## src/rtl/xlat_pkg.sv

```systemverilog
package xlat_pkg;
  localparam int AW = 32;
  localparam int OFF_BASE = 10;

  // tag word field positions
  localparam int T_SZ_HI = 9;
  localparam int T_SZ_LO = 7;
  localparam int T_VLD   = 6;
  // data word field positions
  localparam int D_EX = 9;
  localparam int D_WR = 8;
  localparam int D_WT = 3;
  localparam int D_CI = 2;
  localparam int D_GD = 0;

  typedef enum logic [1:0] {
    K_FETCH = 2'd0,
    K_LOAD  = 2'd1,
    K_STORE = 2'd2,
    K_RSVD  = 2'd3
  } acc_kind_e;

  typedef struct packed {
    logic          xl;
    logic          miss;
    logic          perm;
    logic          ci;
    logic          wt;
    logic          gd;
    logic [AW-1:0] pa;
  } xl_rsp_t;

  // ones below the page boundary for a size code
  function automatic logic [AW-1:0] off_mask(input logic [2:0] sz);
    logic [AW-1:0] one;
    one = {{(AW-1){1'b0}}, 1'b1};
    return (one << (OFF_BASE + 2 * int'(sz))) - one;
  endfunction
endpackage

```

## src/rtl/xlat_tlb_store.sv

```systemverilog
module xlat_tlb_store #(
  parameter int ENTRIES = 4,
  localparam int IDX_W = (ENTRIES > 1) ? $clog2(ENTRIES) : 1
) (
  input  logic                         clk,
  input  logic                         rst_n,
  input  logic                         we,
  input  logic [IDX_W-1:0]             widx,
  input  logic                         wsel,
  input  logic [31:0]                  wdata,
  input  logic                         inv_all,
  output logic [ENTRIES-1:0][31:0]     tag_q,
  output logic [ENTRIES-1:0][31:0]     data_q,
  output logic [ENTRIES-1:0]           valid_q
);
  import xlat_pkg::*;

  for (genvar g = 0; g < ENTRIES; g++) begin : g_ent
    logic hit_w;
    assign hit_w = we && (int'(widx) == g);

    always_ff @(posedge clk or negedge rst_n) begin
      if (!rst_n) begin
        tag_q[g]   <= '0;
        data_q[g]  <= '0;
        valid_q[g] <= 1'b0;
      end else begin
        if (hit_w && !wsel) tag_q[g]  <= wdata;
        if (hit_w &&  wsel) data_q[g] <= wdata;
        if (inv_all)
          valid_q[g] <= 1'b0;
        else if (hit_w && !wsel)
          valid_q[g] <= wdata[T_VLD];
      end
    end
  end
endmodule

```

## src/rtl/xlat_match.sv

```systemverilog
module xlat_match #(
  parameter int ENTRIES = 4
) (
  input  logic [31:0]              addr,
  input  logic [ENTRIES-1:0][31:0] tag_q,
  input  logic [ENTRIES-1:0][31:0] data_q,
  input  logic [ENTRIES-1:0]       valid_q,
  output logic                     hit,
  output logic [31:0]              hit_tag,
  output logic [31:0]              hit_data
);
  import xlat_pkg::*;

  logic [ENTRIES-1:0] m;

  for (genvar g = 0; g < ENTRIES; g++) begin : g_cmp
    logic [31:0] keep;
    assign keep = ~off_mask(tag_q[g][T_SZ_HI:T_SZ_LO]);
    assign m[g] = valid_q[g] && ((addr & keep) == (tag_q[g] & keep));
  end

  // scan from the top so the lowest matching index is applied last
  always_comb begin
    hit      = 1'b0;
    hit_tag  = '0;
    hit_data = '0;
    for (int i = ENTRIES - 1; i >= 0; i--) begin
      if (m[i]) begin
        hit      = 1'b1;
        hit_tag  = tag_q[i];
        hit_data = data_q[i];
      end
    end
  end
endmodule

```

## src/rtl/xlat_realmode.sv

```systemverilog
module xlat_realmode (
  input  logic        clk,
  input  logic        rst_n,
  input  logic        rm_we,
  input  logic        rm_sel,
  input  logic [31:0] rm_wdata,
  input  logic        mode_we,
  input  logic        mode_ir,
  input  logic        mode_dr,
  input  logic        exc_take,
  output logic        ir_on,
  output logic        dr_on,
  output logic [31:0] icc_q,
  output logic [31:0] dcc_q
);
  always_ff @(posedge clk or negedge rst_n) begin
    if (!rst_n) begin
      icc_q <= '0;
      dcc_q <= '0;
    end else if (rm_we) begin
      if (rm_sel) dcc_q <= rm_wdata;
      else        icc_q <= rm_wdata;
    end
  end

  always_ff @(posedge clk or negedge rst_n) begin
    if (!rst_n) begin
      ir_on <= 1'b0;
      dr_on <= 1'b0;
    end else if (exc_take) begin
      ir_on <= 1'b0;
      dr_on <= 1'b0;
    end else if (mode_we) begin
      ir_on <= mode_ir;
      dr_on <= mode_dr;
    end
  end
endmodule

```

## src/rtl/xlat_unit.sv

```systemverilog
module xlat_unit #(
  parameter int ENTRIES = 4,
  localparam int IDX_W = (ENTRIES > 1) ? $clog2(ENTRIES) : 1
) (
  input  logic             clk,
  input  logic             rst_n,
  input  logic             req_valid,
  output logic             req_ready,
  input  logic [1:0]       req_kind,
  input  logic [31:0]      req_addr,
  output logic             rsp_valid,
  input  logic             rsp_ready,
  output logic [31:0]      rsp_paddr,
  output logic             rsp_inhibit,
  output logic             rsp_wthru,
  output logic             rsp_guard,
  output logic             rsp_xlated,
  output logic             rsp_miss,
  output logic             rsp_perm_fault,
  input  logic             tlb_we,
  input  logic [IDX_W-1:0] tlb_idx,
  input  logic             tlb_word,
  input  logic [31:0]      tlb_wdata,
  input  logic             tlb_inv_all,
  input  logic             rm_we,
  input  logic             rm_sel,
  input  logic [31:0]      rm_wdata,
  input  logic             mode_we,
  input  logic             mode_ir,
  input  logic             mode_dr,
  input  logic             exc_take,
  output logic             ir_on,
  output logic             dr_on
);
  import xlat_pkg::*;

  logic [ENTRIES-1:0][31:0] tag_q, data_q;
  logic [ENTRIES-1:0]       valid_q;
  logic [31:0]              icc_q, dcc_q;
  logic                     hit;
  logic [31:0]              hit_tag, hit_data;

  xlat_tlb_store #(.ENTRIES(ENTRIES)) u_store (
    .clk(clk), .rst_n(rst_n), .we(tlb_we), .widx(tlb_idx), .wsel(tlb_word),
    .wdata(tlb_wdata), .inv_all(tlb_inv_all),
    .tag_q(tag_q), .data_q(data_q), .valid_q(valid_q)
  );

  xlat_match #(.ENTRIES(ENTRIES)) u_match (
    .addr(req_addr), .tag_q(tag_q), .data_q(data_q), .valid_q(valid_q),
    .hit(hit), .hit_tag(hit_tag), .hit_data(hit_data)
  );

  xlat_realmode u_real (
    .clk(clk), .rst_n(rst_n), .rm_we(rm_we), .rm_sel(rm_sel), .rm_wdata(rm_wdata),
    .mode_we(mode_we), .mode_ir(mode_ir), .mode_dr(mode_dr), .exc_take(exc_take),
    .ir_on(ir_on), .dr_on(dr_on), .icc_q(icc_q), .dcc_q(dcc_q)
  );

  // next result, combinational from the request
  acc_kind_e   kind;
  logic        is_fetch, is_store, use_xl, rm_cache, no_perm;
  logic [4:0]  region;
  logic [31:0] pmask;
  xl_rsp_t     nxt, cur;

  always_comb begin
    kind     = acc_kind_e'(req_kind);
    is_fetch = (kind == K_FETCH);
    is_store = (kind == K_STORE);
    use_xl   = is_fetch ? ir_on : dr_on;
    region   = req_addr[31:27];
    rm_cache = is_fetch ? icc_q[~region] : dcc_q[~region];
    pmask    = off_mask(hit_tag[T_SZ_HI:T_SZ_LO]);
    no_perm  = (is_fetch && !hit_data[D_EX]) || (is_store && !hit_data[D_WR]);
    nxt      = '0;
    if (!use_xl) begin
      nxt.pa = req_addr;
      nxt.ci = !rm_cache;
    end else begin
      nxt.xl = 1'b1;
      if (!hit) begin
        nxt.miss = 1'b1;
      end else if (no_perm) begin
        nxt.perm = 1'b1;
      end else begin
        nxt.pa = (hit_data & ~pmask) | (req_addr & pmask);
        nxt.ci = hit_data[D_CI];
        nxt.wt = hit_data[D_WT];
        nxt.gd = hit_data[D_GD];
      end
    end
  end

  // single output stage with valid/ready
  assign req_ready = !rsp_valid || rsp_ready;

  always_ff @(posedge clk or negedge rst_n) begin
    if (!rst_n) begin
      rsp_valid <= 1'b0;
      cur       <= '0;
    end else if (req_ready) begin
      rsp_valid <= req_valid;
      if (req_valid) cur <= nxt;
    end
  end

  assign rsp_paddr      = cur.pa;
  assign rsp_inhibit    = cur.ci;
  assign rsp_wthru      = cur.wt;
  assign rsp_guard      = cur.gd;
  assign rsp_xlated     = cur.xl;
  assign rsp_miss       = cur.miss;
  assign rsp_perm_fault = cur.perm;
endmodule

```

## config.mk

```make
export PLATFORM = sky130hd
export DESIGN_NAME = xlat_unit
export DESIGN_NICKNAME = d
export VERILOG_FILES = /design/src/rtl/xlat_pkg.sv /design/src/rtl/xlat_tlb_store.sv /design/src/rtl/xlat_match.sv /design/src/rtl/xlat_realmode.sv /design/src/rtl/xlat_unit.sv
export SDC_FILE = /design/constraint.sdc
export NUM_CORES = 1
export LEC_CHECK = 0
export BUFFER_PORTS_ARGS = -buffer_cell sky130_fd_sc_hd__buf_2
export CORE_MARGIN = 3
export CORE_UTILIZATION = 40
export DETAILED_ROUTE_END_ITERATION = 7
export SLEW_MARGIN = 25
export SYNTH_ARGS = -nofsm -noshare
export SYNTH_HDL_FRONTEND = slang
export SYNTH_SLANG_ARGS = --single-unit
```

## constraint.sdc

```tcl
create_clock -name clk -period 6.5 [get_ports clk]
set_input_delay 0 -clock clk [delete_from_list [all_inputs] [get_ports clk]]
set_output_delay 0 -clock clk [all_outputs]
set_load 0.03 [all_outputs]
```

==> results.txt, run 1 <==
Routed via count = 13600
Pwr Density = 308 nW/um^2
Vias in the first global route = 13900
Psw = 1.99 mW
I/O Buffers = 154
First-pass GRT wire length = 86400 um
Status = completed
Commonest cells post-synth = dfrtp_1 (341), mux2_2 (298), nand2_1 (107)
Seq/Total Area, Yosys = 47.5%
Num Clock Sinks = 341
WP data required = 6.98 ns
Comb pwr share = 23.0%
Fmax = 0.176 GHz
Fin. max-slew vios = 0
Tot GR Track Use = 24.1%
WL final = 57300 um
Htree depth = 2
Placer Congestion = 0.948
Clock power frac = 34.4%
Primary FF master, synth = dfrtp_1
Leakage Power = 9.07 nW
Cell internal pwr = 4.65 mW
Synthesized area = 18000 sq um
Design Power = 6.64 mW
DRC = 0
Fin crit period = 5.68 ns
Avg Synthesized Cell Area = 11.5 sq um
RSZ-0062 raised after global routing = false
Reg-to-Reg Start = u_store.tag_q[9]$_DFFE_PN0P_
Worst-Margin Slew = 0.977 ns
Area growth syn-to-layout = 20.2%
CP Data Arrival Time = 6.16 ns
Yosys top cell area share = 47.5%
Detailed Route Iter0 Violations = 1003
Post-CTS Setup Repair Bufs = 0
GRT overflow = 0
MaxCap Viol Count = 0
Clock-pin transition on the worst setup and hold timing paths = 0.06 ns
Crit-path max FO = 22
Count leader, synth = dfrtp_1
R2R Setup Slk = 0.82 ns
Worst-skew pair later-pin latency = 0.56 ns
Row Count = 76
# IOs = 155
Final Setup Violations = 0
CTS max path bufs = 3
Clock skew = 0.0285 ns
Die W = 218 um
Layout cell share with drive strength beyond 1 = 34.4%
CP Launch Type = flip-flop
Post-synth top area cell = dfrtp_1
Yosys warning total = 0
Yosys cell types = 93
CTS tree = yes
Initial core utilization = 41.0%
Inserted Clock Buffers = 39
Setup TNS Final = 0 ns
DP Cell Count = 2211
Reg-to-Reg End = rsp_paddr[1]$_DFFE_PN0P_
Hold WC Path Type = in2reg
CTS root buf = clkbuf_16
DP HPWL = 39800 um
Final Util = 49.3%
Max transition margin = 34.6%
Post-synth ARST share = 100%
Maximum vdd drop = 0.193 mV
Die height = 218 um
Net Sw Frac = 30.0%
Routed Antenna Nets = 0
Final Hold Fails = 0
Core area = 43700 sq um
Final period util = 87.4%
Post-synth EDFFs = 0
Post-synthesis register bit count = 341
Worst setup EP type = flip-flop
Vias per cell = 5.71
Sequential Power Share = 42.6%
Antenna violations before repair = 3
Die area = 47500 sq um
Avg WL per Cell = 24.0 um
Finished Layout Cells = 2385
Pin count of the biggest net entering global routing = 94
Worst r2r path cells = 17
Crit path to = rsp_paddr[1]$_DFFE_PN0P_
Hold Path Depth = 5
Nets = 1892
Crit. Startpoint = u_store.tag_q[9]$_DFFE_PN0P_
Syn Inst Count = 1559
Synth top area cells = dfrtp_1 (48%), mux2_2 (19%), xor2_1 (2.9%)
Crit Path Category = reg2reg
Pre-Repair DR Iteration Count = 5
[metrics by stage]
step | cell area [sq um] | worst slack (ns) | hold WS [ns]
4_1_cts | 21600 | 0.923 | 0.0114
2_1_floorplan | 18000 | 1.90 | -0.296
6_report | 21600 | 0.816 | 0.0436
3_5_place_dp | 19200 | 0.967 | 0.0827
3_3_place_gp | 19200 | 1.02 | 0.0785
5_1_grt | 21600 | 0.479 | 0.0319
[area by class of cell]
| cell class | instances | area (sq um) |
|---|---|---|
| Clock buffer | 51 | 1050 |
| Multi-Input combinational cell | 1088 | 8900 |
| Tap cell | 585 | 732 |
| Timing Repair Buffer | 290 | 2070 |
| Antenna cell | 1 | 2.50 |
| Sequential cell | 341 | 8530 |
| Inverter | 12 | 45.0 |
| Clock inverter | 17 | 253 |
| Fill cell | 4012 | 22200 |
[power groups by stage]
stage / combinational (mW) / clock, mW / sequential [mW]
3_5_place_dp: 1.46 / 0 / 2.86
5_1_grt: 1.66 / 2.44 / 2.88
4_1_cts: 1.52 / 2.35 / 2.83
3_3_place_gp: 1.44 / 0 / 2.84
6_report: 1.53 / 2.28 / 2.83
2_1_floorplan: 1.03 / 0 / 2.81
[cells in the final DEF, fill, tap and decap left out, drive strengths merged, types with 10 or more instances in the layout]
master	synthesis	layout
nor4	15	15
nor2	80	80
a31oi	33	33
xnor2	54	54
a21oi	45	45
o21ai	49	49
dfrtp	341	341
xor2	60	60
buf	52	185
dlygate4sd3	0	105
nand2	108	108
o211ai	17	17
inv	11	15
nand4	22	22
mux2	300	300
a31o	15	15
nand2b	13	13
nor3	10	10
clkbuf	73	51
nand3	48	48
mux2i	14	14
mux4	21	21
[metal layers]
layer	global-route usage [%]	wire (um)	vias to the layer above
met4	9.76	2380	2
met3	5.06	3900	121
met2	39.6	26900	510
met5	0	13	-
met1	31.3	24200	6895
li1	-	-	6094
[worst max-delay path, stage by stage (launching register included)]
cell and delay (ns):
dfrtp_1 0.32, buf_4 0.24, clkinv_1 0.28, ha_1 0.39
or4_4 0.54, ha_1 0.34, nor2b_1 0.21, a2bb2oi_1 0.21
o32ai_1 0.12, nor4_1 0.36, nand4_1 0.27, or2_1 0.28
buf_4 0.22, mux2i_2 0.20, a211oi_2 0.76, nor2_1 0.13
nor2_1 0.51, a22o_1 0.22
[registers in the layout, indices dropped and copies added (netlist names)]
name / count
u_real.dcc_q: 32
u_real.dr_on: 1
rsp_perm_fault: 1
u_store.tag_q: 116
u_store.valid_q: 4
rsp_xlated: 1
rsp_valid: 1
rsp_paddr: 32
u_store.data_q: 116
rsp_miss: 1
rsp_inhibit: 1
u_real.ir_on: 1
rsp_wthru: 1
u_real.icc_q: 32
rsp_guard: 1
[worst min path at each step]
stage          slack [ns]     startpoint                        endpoint
2_1_floorplan       -0.30          rst_n           rsp_guard$_DFFE_PN0P_
3_5_place_dp         0.08          rst_n  u_store.data_q[36]$_DFFE_PN0P_
5_1_grt              0.03  tlb_wdata[20]   u_store.tag_q[20]$_DFFE_PN0P_
3_3_place_gp         0.08          rst_n  u_store.data_q[68]$_DFFE_PN0P_
4_1_cts              0.01  tlb_wdata[20]   u_store.tag_q[52]$_DFFE_PN0P_
6_report             0.04       tlb_word  u_store.valid_q[1]$_DFFE_PN0P_
[kinds of logic (layout without fill, tap and decap cells)]
| logic type | count (synthesis) | count (layout) | share of synthesized area (%) |
|---|---|---|---|
| xor+xnor | 114 | 114 | 5.56 |
| compound gates | 264 | 264 | 10.3 |
| other cells | 1 | 9 | 0.0209 |
| simple gates | 360 | 360 | 10.5 |
| fa+ha+maj | 7 | 7 | 0.488 |
| mux | 335 | 335 | 22.3 |
| flops | 341 | 341 | 47.5 |
| buf+inv | 137 | 370 | 3.37 |
[what timing repair did]
item | CTS | global route
hold endpoints to repair | 408 | 0
gates resized for setup | 0 | 0
hold buffers | 105 | 0
(Power assumes the default switching activity.)
==> run 2: changes to the inputs <==
--- a/config.mk
+++ b/config.mk
@@ -6,7 +6,7 @@
 export NUM_CORES = 1
 export LEC_CHECK = 0
 export BUFFER_PORTS_ARGS = -buffer_cell sky130_fd_sc_hd__buf_2
-export CORE_MARGIN = 3
+export CORE_MARGIN = 2
 export CORE_UTILIZATION = 40
 export DETAILED_ROUTE_END_ITERATION = 7
 export SLEW_MARGIN = 25
==> constraint.sdc (replaced) <==
create_clock -name clk -period 5.2 [get_ports clk]
set_input_delay 0 -clock clk [delete_from_list [all_inputs] [get_ports clk]]
set_output_delay 0 -clock clk [all_outputs]
set_load 0.03 [all_outputs]
==> run 2 against run 1 <==
Against the previous run:
- sequential share of layout area is 0.16 points lower
- via count fell by 0.25%
- largest power group unchanged
- non-clock buffer count is 7 higher
- highest routed layer is now met4
- power rose by 25%
- critical path depth did not move
- maximum frequency rose by 16%
- hold slack got worse by 0.017 ns
- worst setup slack got worse by 0.53 ns
- largest cell class unchanged
==> results.txt, run 2 (synthesized netlist as in run 1, its figures left out) <==
Setup TNS Final = 0 ns (unchanged)
Routed Antenna Nets = 0 (unchanged)
Initial core utilization = 40.6% (was 41.0%)
Pin count of the biggest net entering global routing = 107 (was 94)
Antenna cells = 0 (was 1)
Crit-path max FO = 17 (was 22)
DP HPWL = 39300 um (was 39800 um)
Worst setup EP type = flip-flop (unchanged)
Worst-Margin Slew = 1.09 ns (was 0.977 ns)
Hold_sp = req_kind[0] (was tlb_word)
Nets = 1901 (was 1892)
Register Area = 8530 sq um (unchanged)
Routed via count = 13600 (about the same)
Leakage Power = 9.11 nW (was 9.07 nW)
CP Data Arrival Time = 5.37 ns (was 6.16 ns)
Fmax = 0.204 GHz (was 0.176 GHz)
Placed inst area = 19300 sq um (was 19200 sq um)
Num Clock Sinks = 341 (unchanged)
Vias in the first global route = 13800 (was 13900)
Most frequent cells in the layout = dfrtp_1 (341), mux2_2 (298), buf_2 (153) (unchanged)
# IOs = 155 (unchanged)
Worst-skew pair later-pin latency = 0.57 ns (was 0.56 ns)
Die W = 216 um (was 218 um)
Area growth syn-to-layout = 20.7% (was 20.2%)
Avg WL per Cell = 23.4 um (was 24.0 um)
First-pass GRT wire length = 87200 um (was 86400 um)
I/O Buffers = 154 (unchanged)
Final Setup Violations = 0 (unchanged)
Antenna violations before repair = 2 (was 3)
Fill cells = 3933 (was 4012)
Reg-to-Reg Start = u_store.tag_q[7]$_DFFE_PN0P_ (was u_store.tag_q[9]$_DFFE_PN0P_)
Post-CTS Setup Repair Bufs = 0 (unchanged)
Fin. max-slew vios = 0 (unchanged)
Pwr Density = 382 nW/um^2 (was 308 nW/um^2)
Area of the multi-input gates = 8910 sq um (was 8900 sq um)
Vias per cell = 5.66 (was 5.71)
Max transition margin = 26.0% (was 34.6%)
GRT overflow = 0 (unchanged)
Biggest registers after layout = u_store.data_q x116, u_store.tag_q x116 (unchanged)
Commonest non-fill, non-tap cell in the layout = dfrtp_1 (unchanged)
RSZ-0062 raised after global routing = false (unchanged)
Core area = 44200 sq um (was 43700 sq um)
Htree depth = 2 (unchanged)
Status = completed (unchanged)
Hold WC Path Type = in2reg (unchanged)
WP data required = 5.66 ns (was 6.98 ns)
CTS max path bufs = 3 (unchanged)
Tot GR Track Use = 24.4% (was 24.1%)
CTS root buf = clkbuf_16 (unchanged)
Crit. Startpoint = u_store.tag_q[7]$_DFFE_PN0P_ (was u_store.tag_q[9]$_DFFE_PN0P_)
Placer Congestion = 0.930 (was 0.948)
DRC = 0 (unchanged)
CP Launch Type = flip-flop (unchanged)
CTS tree = yes (unchanged)
Crit Path Category = reg2reg (unchanged)
Inserted Clock Buffers = 41 (was 39)
Clock skew = 0.0176 ns (was 0.0285 ns)
Die area = 46600 sq um (was 47500 sq um)
WL final = 56100 um (was 57300 um)
Final Hold Fails = 0 (unchanged)
Detailed Route Iter0 Violations = 1269 (was 1003)
Row Count = 77 (was 76)
Fin crit period = 4.91 ns (was 5.68 ns)
Pre-Repair DR Iteration Count = 5 (unchanged)
Layout cell share with drive strength beyond 1 = 34.9% (was 34.4%)
Design Power = 8.28 mW (was 6.64 mW)
Clock-pin transition on the worst setup and hold timing paths = 0.06 ns (about the same)
Maximum vdd drop = 0.294 mV (was 0.193 mV)
Final instance area = 21700 sq um (was 21600 sq um)
Die height = 216 um (was 218 um)
MaxCap Viol Count = 0 (unchanged)
Final period util = 94.5% (was 87.4%)
==> run 2: cell count changes in the layout (fill, tap and decap cells not counted), sizes merged <==
cell,change
clkbuf,+7
dlygate4sd3,+2
clkinv,-2
clkinvlp,+1
bufinv,-5
diode,-1
buf,+5
==> run 2: path summary, 6_finish.rpt <==
check,to,slack (ns),depth (start not counted)
setup / recovery,rsp_paddr[13]$_DFFE_PN0P_,0.29,17
min in group asynchronous,u_store.data_q[76]$_DFFE_PN0P_,0.06,2
setup reg to reg,rsp_paddr[13]$_DFFE_PN0P_,0.29,17
max in group asynchronous,u_store.data_q[118]$_DFFE_PN0P_,3.83,3
hold reg to reg,rsp_miss$_DFFE_PN0P_,0.48,2
hold / removal,rsp_perm_fault$_DFFE_PN0P_,0.03,4
==> run 2: through the flow <==
| stage | hold slack (ns) | cells | util (%) | worst slack, ns |
|---|---|---|---|---|
| CTS | 0.0000447 | 2399 | 49.0 | 0.221 |
| detailed placement | 0.111 | 2223 | 43.6 | 0.232 |
| global route | 0.00478 | 2399 | 49.0 | 0.0638 |
| floorplan | -0.296 | 1566 | - | 0.603 |
| global placement | 0.103 | 2223 | 43.6 | 0.368 |
| finish | 0.0265 | 2399 | 49.0 | 0.288 |
==> run 2: cell type report <==
cell class                 count  area share [%]
clock inverter                11           0.514
tap                          592            3.42
multi-input combinational   1088            41.1
clock buffer                  58            5.49
sequential                   341            39.4
inverter                      12           0.208
timing repair buffer         297            9.91
==> run 2: metal layers <==
metal / share of wire (%) / up-vias / track usage [%]
met5: 0 / - / 0
met4: 2.8 / 0 / 7.47
met3: 5.3 / 84 / 3.74
met1: 45 / 6908 / 33.4
met2: 47 / 452 / 40.0
li1: - / 6144 / -
==> run 2: worst max-delay path, stage by stage (launching register included) <==
cell	delay (ns)
dfrtp_1	0.37
nand2_1	0.20
inv_2	0.11
ha_1	0.30
or4_4	0.54
ha_1	0.34
nand2b_1	0.21
a2bb2oi_1	0.24
o32ai_1	0.13
nor4_1	0.30
nand4_1	0.27
or2_1	0.38
buf_4	0.26
mux2i_1	0.37
nand2_2	0.16
mux2_4	0.32
a221oi_2	0.23
nor2_1	0.07
==> run 2: repair_timing <==
| item | in CTS | in global routing |
|---|---|---|
| hold endpoints to repair | 428 | 0 |
| hold buffers | 107 | 0 |
| resized for setup | 0 | 2 |
| endpoints found under the setup margin | 0 | 6 |
==> run 2: report_power, final <==
part	total, mW	switching (mW)	internal, mW
Clock	2.81	1.16	1.65
Sequential	3.54	0.374	3.17
Combinational	1.93	1.01	0.925
Total	8.28	2.54	5.74
